### src/rtl/bkpl_arb_pkg.sv
package bkpl_arb_pkg;
  typedef enum logic [1:0] {
    ARB_IDLE = 2'd0,
    ARB_HALT = 2'd1,
    ARB_OWN  = 2'd2,
    ARB_DROP = 2'd3
  } arb_state_e;
endpackage

### src/rtl/bkpl_rst_sync.sv
module bkpl_rst_sync #(
  parameter int STAGES = 2
) (
  input  logic clk,
  input  logic rst_n,
  output logic rst_sync_n
);
  logic [STAGES-1:0] chain_q;
  logic [STAGES-1:0] chain_d;

  always_comb begin
    chain_d = {chain_q[STAGES-2:0], 1'b1};
  end

  always_ff @(posedge clk or negedge rst_n) begin
    if (!rst_n) chain_q <= '0;
    else        chain_q <= chain_d;
  end

  assign rst_sync_n = chain_q[STAGES-1];
endmodule

### src/rtl/bkpl_req_sync.sv
module bkpl_req_sync #(
  parameter int NUM_REQ = 2,
  parameter int STAGES  = 2
) (
  input  logic               clk,
  input  logic               rst_n,
  input  logic [NUM_REQ-1:0] req_n,
  output logic [NUM_REQ-1:0] req_act
);
  for (genvar g = 0; g < NUM_REQ; g++) begin : g_ch
    logic [STAGES-1:0] sh_q;
    logic [STAGES-1:0] sh_d;

    always_comb begin
      sh_d = {sh_q[STAGES-2:0], req_n[g]};
    end

    always_ff @(posedge clk or negedge rst_n) begin
      if (!rst_n) sh_q <= '1;
      else        sh_q <= sh_d;
    end

    assign req_act[g] = ~sh_q[STAGES-1];
  end
endmodule

### src/rtl/bkpl_arb_ctrl.sv
module bkpl_arb_ctrl
  import bkpl_arb_pkg::*;
#(
  parameter int NUM_REQ = 2
) (
  input  logic               clk,
  input  logic               rst_n,
  input  logic [NUM_REQ-1:0] req_act,
  input  logic               cpu_ba,
  input  logic               cpu_bs,
  output logic               halt_q,
  output logic [NUM_REQ-1:0] gnt_q
);
  arb_state_e         state_q, state_d;
  logic [NUM_REQ-1:0] gnt_d;
  logic               halt_d;
  logic [NUM_REQ-1:0] pick;
  logic               cpu_off_bus;

  assign cpu_off_bus = cpu_ba & cpu_bs;

  // lowest index wins
  always_comb begin
    pick = '0;
    for (int i = NUM_REQ - 1; i >= 0; i--) begin
      if (req_act[i]) pick = NUM_REQ'(1) << i;
    end
  end

  always_comb begin
    state_d = state_q;
    gnt_d   = gnt_q;
    unique case (state_q)
      ARB_IDLE: if (|req_act) state_d = ARB_HALT;
      ARB_HALT: begin
        if (!(|req_act)) begin
          state_d = ARB_IDLE;
        end else if (cpu_off_bus) begin
          state_d = ARB_OWN;
          gnt_d   = pick;
        end
      end
      ARB_OWN: begin
        if (!(|(gnt_q & req_act))) begin
          state_d = ARB_DROP;
          gnt_d   = '0;
        end
      end
      ARB_DROP: state_d = ARB_IDLE;
      default:  state_d = ARB_IDLE;
    endcase
    halt_d = (state_d != ARB_IDLE);
  end

  always_ff @(posedge clk or negedge rst_n) begin
    if (!rst_n) begin
      state_q <= ARB_IDLE;
      gnt_q   <= '0;
      halt_q  <= 1'b0;
    end else begin
      state_q <= state_d;
      gnt_q   <= gnt_d;
      halt_q  <= halt_d;
    end
  end


  gnt_onehot_chk: assert property (@(posedge clk) disable iff (!rst_n)
    $onehot0(gnt_q));


  grant_needs_status_chk: assert property (@(posedge clk) disable iff (!rst_n)
    ((|gnt_q) && !(|$past(gnt_q))) |-> $past(cpu_ba && cpu_bs && halt_q));


  grant_under_halt_chk: assert property (@(posedge clk) disable iff (!rst_n)
    (|gnt_q) |-> halt_q);


  grant_stable_chk: assert property (@(posedge clk) disable iff (!rst_n)
    ((|gnt_q) && (|$past(gnt_q))) |-> (gnt_q == $past(gnt_q)));


  halt_release_chk: assert property (@(posedge clk) disable iff (!rst_n)
    $fell(halt_q) |-> ($past(gnt_q) == '0));
endmodule

### src/rtl/bkpl_arbiter.sv
module bkpl_arbiter #(
  parameter int NUM_REQ     = 2,
  parameter int SYNC_STAGES = 2
) (
  input  logic               clk,
  input  logic               rst_n,
  input  logic [NUM_REQ-1:0] req_n,
  input  logic               cpu_ba,
  input  logic               cpu_bs,
  output logic               halt_n,
  output logic [NUM_REQ-1:0] gnt_n
);
  logic               rst_core_n;
  logic [NUM_REQ-1:0] req_act;
  logic               halt_q;
  logic [NUM_REQ-1:0] gnt_q;

  bkpl_rst_sync #(.STAGES(SYNC_STAGES)) u_rst (
    .clk(clk), .rst_n(rst_n), .rst_sync_n(rst_core_n)
  );

  bkpl_req_sync #(.NUM_REQ(NUM_REQ), .STAGES(SYNC_STAGES)) u_sync (
    .clk(clk), .rst_n(rst_core_n), .req_n(req_n), .req_act(req_act)
  );

  bkpl_arb_ctrl #(.NUM_REQ(NUM_REQ)) u_ctrl (
    .clk(clk), .rst_n(rst_core_n), .req_act(req_act),
    .cpu_ba(cpu_ba), .cpu_bs(cpu_bs), .halt_q(halt_q), .gnt_q(gnt_q)
  );

  assign halt_n = ~halt_q;
  assign gnt_n  = ~gnt_q;
endmodule

### config.mk
export PLATFORM = sky130hd
export DESIGN_NAME = bkpl_arbiter
export DESIGN_NICKNAME = d
export VERILOG_FILES = /design/src/rtl/bkpl_arb_pkg.sv /design/src/rtl/bkpl_rst_sync.sv /design/src/rtl/bkpl_req_sync.sv /design/src/rtl/bkpl_arb_ctrl.sv /design/src/rtl/bkpl_arbiter.sv
export SDC_FILE = /design/constraint.sdc
export NUM_CORES = 1
export LEC_CHECK = 0
export BUFFER_PORTS_ARGS = -buffer_cell sky130_fd_sc_hd__buf_2
export CORE_AREA = 5 5 42 44
export CTS_CLUSTER_SIZE = 20
export DETAILED_ROUTE_END_ITERATION = 8
export DIE_AREA = 0 0 47 49
export PLACE_DENSITY_LB_ADDON = 0.15
export SLEW_MARGIN = 25
export SYNTH_ARGS = -nofsm -noshare
export SYNTH_HDL_FRONTEND = slang
export SYNTH_SLANG_ARGS = --single-unit
### constraint.sdc
create_clock -name clk -period 0.8 [get_ports clk]
set_input_delay 0.04 -clock clk [delete_from_list [all_inputs] [get_ports clk]]
set_output_delay 0.04 -clock clk [all_outputs]
set_load 0.005 [all_outputs]
==> metrics, run 1 <==
run status=finished, violations left; violations in the final reports=setup timing; worst skew pair latency=260 ps; Starting Density=29.7%; peak fanout along the critical path=4; weighted congestion at the end of routability-driven global placement=0.751; All-Layer GR Usage=8.52%; Synthesized Nets=40; summed instance area of the synthesized netlist=417 um^2; First-pass DRT Iterations=3; worst path setup slack after routing=-284 ps; dominant cells by area after synthesis=sky130_fd_sc_hd__dfrtp_1, sky130_fd_sc_hd__dfstp_2, sky130_fd_sc_hd__nand2b_1; DRC violations left=0; max layer used=met3; maximum number of pins on one net before global-route repair=10; number of ports placed on the die boundary=9; cell count of the worst reg-to-reg path=3; HP Class=in2async; clock root cell=sky130_fd_sc_hd__clkbuf_4; CTS Buf Count=3; # Max-Cap Violations=0; Synth warnings=0; fraction of synthesized cell area taken by the top area cell type=42.0%; leakage power=0.299 nW; Switch Pwr=0.518 mW; wire length on met2=444 um; power share of the clock group=21.6%; number of global-route vias before repair=329; Yosys top cell by area=sky130_fd_sc_hd__dfrtp_1; areal power density over the cells=2830 nW/um^2; FF+latch count, synth=11; overflow left after global routing=0; setup clock skew after layout=0.530 ps; Port Buffers=8; placed cells=61; number of failing hold endpoints at the final stage=0; area taken by multi-input logic gates=155 um^2; flip-flop and latch area=280 um^2; nets@finish=61; length of routed met3 wiring=36 um; vias post-DR=311; Chip Height=49 um; part of the total power dissipated in combinational logic=31.7%; final slew viol count=0; switching part of the total power=30.1%; number of placement rows=14; Longest Clk Path Bufs=2; part of the Yosys area used for sequential elements=67.3%; most frequent cells in the layout=sky130_fd_sc_hd__buf_2, sky130_fd_sc_hd__dfrtp_1, sky130_fd_sc_hd__buf_4, sky130_fd_sc_hd__dfstp_2; clock tree from TritonCTS=yes; Reg power frac=46.7%; DRT iter0 DRCs=3; final std cells w/o fill=70; post-route fraction of the period consumed by the critical path=135%; startpoint-to-endpoint class of the critical path=reg2reg; vias per cell=4.44; initial antenna violation count=0; total setup violations reported at the end of the flow=7; Synth cell types=17; global-route wire length before repair=1.38 mm; share of cells above drive strength 1=53.7%; endpoint required time on the critical path=960 ps; area of the die=2300 um^2; critical path arrival=1240 ps; utilization after layout=43.3%; clock transition time at the flip-flop clock pins of the worst setup and hold paths=70 ps; Highest Clock Rate=0.923 GHz; setup repair after global routing missed its margin=yes; Post-Synthesis Cells=34; average wire per cell in the routed design=11.2 um; Antenna Violating Nets Remaining=0; WL met1=300 um; H-tree depth reported by CTS=1; Routed WL=781 um; kind of start point of the critical path=flop; Die Wd=47 um; core box area=1400 um^2; largest voltage drop on the vdd net=0.000975 V; fillcell total=148; synth-to-layout area growth=45.6%; post-synthesis area per instance=12.3 um^2; endpoint kind of the worst setup timing path=flop; Power Internal=1.20 mW; Detail Placement HPWL=633 um; Clock Sink Count=11; ant diodes=0; clock period minus final worst setup slack=1080 ps
## final timing paths
kind / from / to / slack, ps
max in group asynchronous: u_rst.chain_q[1] / u_sync.g_ch[1].sh_q[1] / 360
hold / removal: rst_n / u_rst.chain_q[0] / 70
hold reg to reg: u_rst.chain_q[1] / u_ctrl.state_q[1] / 140
min in group clk: cpu_bs / u_ctrl.state_q[0] / 80
setup reg to reg: u_ctrl.state_q[1] / u_ctrl.gnt_q[1] / -280
setup / recovery: u_ctrl.state_q[1] / u_ctrl.gnt_q[1] / -280
## flip-flops by register name, summed over array words and instances (netlist names)
signal,count
u_ctrl.gnt_q,2
u_ctrl.halt_q,1
u_ctrl.state_q,2
u_rst.chain_q,2
u_sync.g_ch.sh_q,4
## repair_timing
action / 4_1_cts / 5_1_grt
hold buffers: 3 / 0
endpoints found under the setup margin: 8 / 8
setup buffers: 1 / 1
resized for setup: 2 / 1
pin swaps: 3 / 1
cloned: 0 / 0
endpoints found under the hold margin: 4 / 0
## synthesized netlist by cell type (all sizes together)
cell type	instances
a211oi	1
a21o	1
a21oi	2
a221oi	1
a31oi	1
and3	1
conb	1
dfrtp	7
dfstp	4
inv	3
nand2	4
nand2b	3
nand3	1
nand4	1
nor2	1
nor2b	1
nor4b	1
## cell families (layout without fill, tap and decap cells)
group           count (synthesis)  after routing  share of synthesized area, %
simple gates                   13             13                          18.3
buf+inv                         3             23                          2.70
other cells                     1              1                         0.900
compound gates                  6              6                          10.8
flops                          11             11                          67.3
## worst max-delay path: stages (launching register included)
cell,delay [ps]
sky130_fd_sc_hd__dfrtp_1,410
sky130_fd_sc_hd__a21oi_2,150
sky130_fd_sc_hd__nand4_1,210
sky130_fd_sc_hd__a21o_1,210
## per-layer routing
layer  up-vias  track usage, %
li1        152               -
met3         0            2.21
met2         6            14.3
met5         -               0
met1       153            8.13
met4         0            6.91
## power groups by stage
stage | Clock, mW | Combinational (mW) | Sequential [mW]
after floorplan | 0 | 0.255 | 0.800
after global placement | 0 | 0.450 | 0.805
after detailed placement | 0 | 0.461 | 0.814
after CTS | 0.388 | 0.518 | 0.808
after global routing | 0.417 | 0.603 | 0.820
final | 0.372 | 0.545 | 0.803
## layout make-up
class / count / share of cell area (%)
sequential: 11 / 46.2
clock buffer: 4 / 4.33
tap: 16 / 3.30
multi-input combinational: 20 / 25.6
timing repair buffer: 16 / 18.8
inverter: 3 / 1.86
## stage by stage
| stage | hold slack (ps) | setup WS, ps | TNS [ps] | power (mW) | instance area [um^2] |
|---|---|---|---|---|---|
| finish | 73.6 | -284 | -1350 | 1.72 | 607 |
| global route | 71.7 | -331 | -1710 | 1.84 | 607 |
| detailed placement | -174 | -298 | -1240 | 1.28 | 527 |
| floorplan | -256 | -218 | -869 | 1.05 | 444 |
| CTS | 67.2 | -292 | -1480 | 1.71 | 593 |
| global placement | -176 | -267 | -1160 | 1.25 | 527 |
(Power assumes the default switching activity.)
==> run 2: changes to the inputs <==
--- a/config.mk
+++ b/config.mk
@@ -7,7 +7,7 @@
 export LEC_CHECK = 0
 export BUFFER_PORTS_ARGS = -buffer_cell sky130_fd_sc_hd__buf_2
 export CORE_AREA = 5 5 42 44
-export CTS_CLUSTER_SIZE = 20
+export CTS_CLUSTER_SIZE = 40
 export DETAILED_ROUTE_END_ITERATION = 8
 export DIE_AREA = 0 0 47 49
 export PLACE_DENSITY_LB_ADDON = 0.15
==> constraint.sdc (replaced) <==
create_clock -name clk -period 1.2 [get_ports clk]
set_input_delay 0.06 -clock clk [delete_from_list [all_inputs] [get_ports clk]]
set_output_delay 0.06 -clock clk [all_outputs]
set_load 0.005 [all_outputs]
==> run 2 against run 1 <==
Net effect: the run now ends clean; routed wire length down 10%; combinational power shrank 56%; sequential power down 36%; critical endpoint is now u_ctrl.state_q[0].
==> metrics, run 2 (same netlist as run 1, synthesis figures left out) <==
run status=complete, no violations; Antenna Violating Nets Remaining=0 (unchanged); vias post-DR=308 (-0.96%); weighted congestion at the end of routability-driven global placement=0.756 (+0.72%); max reg flops=4 (unchanged); CTS Buf Count=3 (unchanged); number of failing hold endpoints at the final stage=0 (unchanged); worst skew pair latency=260 ps (about the same); endpoint required time on the critical path=1360 ps (+400 ps); area of the die=2300 um^2 (unchanged); First-pass DRT Iterations=2 (-1); H-tree depth reported by CTS=1 (unchanged); All-Layer GR Usage=7.84% (-0.68 points); setup repair after global routing missed its margin=yes; ant diodes=0 (unchanged); final slew viol count=0 (unchanged); stage delay of the slowest cell on the critical path=560 ps (+150 ps); part of the total power dissipated in combinational logic=24.3% (-7.4 points); endpoint kind of the worst setup timing path=flop; flop2flop setup slack=70 ps (+350 ps); Longest Clk Path Bufs=2 (unchanged); average wire per cell in the routed design=10.4 um (-6.5%); initial antenna violation count=0 (unchanged); peak fanout along the critical path=4 (unchanged); DRT iter0 DRCs=3 (unchanged); Highest Clock Rate=0.885 GHz (-4.0%); total setup violations reported at the end of the flow=0 (-7); synth-to-layout area growth=32.4%; switching part of the total power=28.2% (-1.9 points); leakage power=0.270 nW (-9.5%); Clock Sink Count=11 (unchanged); utilization after layout=39.4% (-3.9 points); areal power density over the cells=1790 nW/um^2 (-37%); sum of negative setup slack=0 ps (+1350 ps); Starting Density=29.7% (unchanged); # Max-Cap Violations=0 (unchanged); global-route met3 utilization=2.58% (+0.37 points); met1 demand-to-capacity share in global routing=8.45% (+0.32 points); post-route fraction of the period consumed by the critical path=94.1% (-41 points); Chip Height=49 um (unchanged); cell count of the worst reg-to-reg path=3 (unchanged); overflow left after global routing=0 (unchanged); Power Internal=0.711 mW (-41%); core box area=1400 um^2 (unchanged); clock root cell=sky130_fd_sc_hd__clkbuf_4; Reg power frac=51.6% (+4.9 points); clock tree from TritonCTS=yes; fraction of met2 tracks used by global routing=10.9% (-3.4 points); R2R Path End=u_ctrl.state_q[0]; Port Buffers=8 (unchanged); nets@finish=58 (-4.9%); vias per cell=4.60 (+3.5%); setup clock skew after layout=1.36 ps (+0.826 ps); largest voltage drop on the vdd net=0.000695 V (-29%); critical path arrival=1290 ps (+50 ps); clock transition time at the flip-flop clock pins of the worst setup and hold paths=60 ps (about the same); number of global-route vias before repair=311 (-5.5%); power share of the clock group=24.1% (+2.5 points); startpoint-to-endpoint class of the critical path=reg2reg; global route hottest layer=met2; Routed WL=699 um (-10%); DRC violations left=0 (unchanged); clock period minus final worst setup slack=1130 ps (+45.4 ps); worst slack at placement=51.0 ps (+349 ps); crit path cell chain=nand2b_1 -> nand2_1 -> a221oi_1; Detail Placement HPWL=563 um (-11%); share of cells above drive strength 1=39.2% (-14 points); most frequent cells in the layout=sky130_fd_sc_hd__buf_2, sky130_fd_sc_hd__dfrtp_1, sky130_fd_sc_hd__nand2_1, sky130_fd_sc_hd__dfstp_2; Switch Pwr=0.279 mW (-46%); kind of start point of the critical path=flop; global-route wire length before repair=1.21 mm (-13%); number of ports placed on the die boundary=9 (unchanged); HP Class=in2async; post-route total power=0.990 mW (-42%); most common cell after layout, fill and taps aside=sky130_fd_sc_hd__buf_2; Slowest-stage cell, CP=sky130_fd_sc_hd__dfstp_2; worst path setup slack after routing=70.6 ps (+355 ps); number of placement rows=14 (unchanged); largest register by flop count=u_sync.g_ch.sh_q; Die Wd=47 um (unchanged); Reg2Reg Launch Point=u_sync.g_ch[1].sh_q[1]; maximum number of pins on one net before global-route repair=10 (unchanged)
run 2: how the worst max path moves through the flow:
stage	from	to	slack, ps	depth (start not counted)
after global routing	u_sync.g_ch[0].sh_q[1]	u_ctrl.state_q[0]	-4	3
after detailed placement	u_sync.g_ch[1].sh_q[1]	u_ctrl.state_q[0]	50	3
after floorplan	u_sync.g_ch[1].sh_q[1]	u_ctrl.state_q[0]	150	3
after global placement	u_ctrl.state_q[1]	u_ctrl.gnt_q[0]	100	3
final	u_sync.g_ch[1].sh_q[1]	u_ctrl.state_q[0]	70	3
after CTS	u_sync.g_ch[1].sh_q[1]	u_ctrl.state_q[0]	30	3
run 2: layer usage:
metal | share of wire [%] | vias to the layer above
li1 | - | 148
met1 | 42 | 143
met2 | 43 | 12
met3 | 9.9 | 5
met4 | 4.7 | 0
met5 | 0 | -
run 2: layout make-up:
cell class	count	area, um^2
Fill cell	147	850
Sequential cell	11	280
Multi-Input combinational cell	20	129
Timing Repair Buffer	13	85.1
Clock buffer	4	26.3
Tap cell	16	20.0
Inverter	3	11.3
run 2: critical path, delay by kind of cell (launching register included):
kind | cells | cell delay, ps
DFF | 1 | 560
AOI/OAI and AO/OA | 1 | 280
and+or+nand+nor | 2 | 190
run 2: timing repair:
action | 4_1_cts | 5_1_grt
hold buffers | 3 | 0
hold endpoints to repair | 4 | 0
gates resized for setup | 0 | 1
buffers inserted | 0 | 1
setup endpoints to repair | 0 | 3
run 2: through the flow:
step	hold slack [ps]	cell area [um^2]	std cells
final	99.6	552	67
after global routing	86.1	552	67
after CTS	90.9	541	66
after detailed placement	-153	484	59
after global placement	-156	484	59
after floorplan	-236	417	34
run 2: power by group through the flow:
stage          sequential [mW]  clock (mW)  combinational [mW]
2_1_floorplan            0.508           0               0.140
3_3_place_gp             0.517           0               0.228
3_5_place_dp             0.518           0               0.233
4_1_cts                  0.510       0.256               0.241
5_1_grt                  0.522       0.272               0.278
6_report                 0.511       0.239               0.240
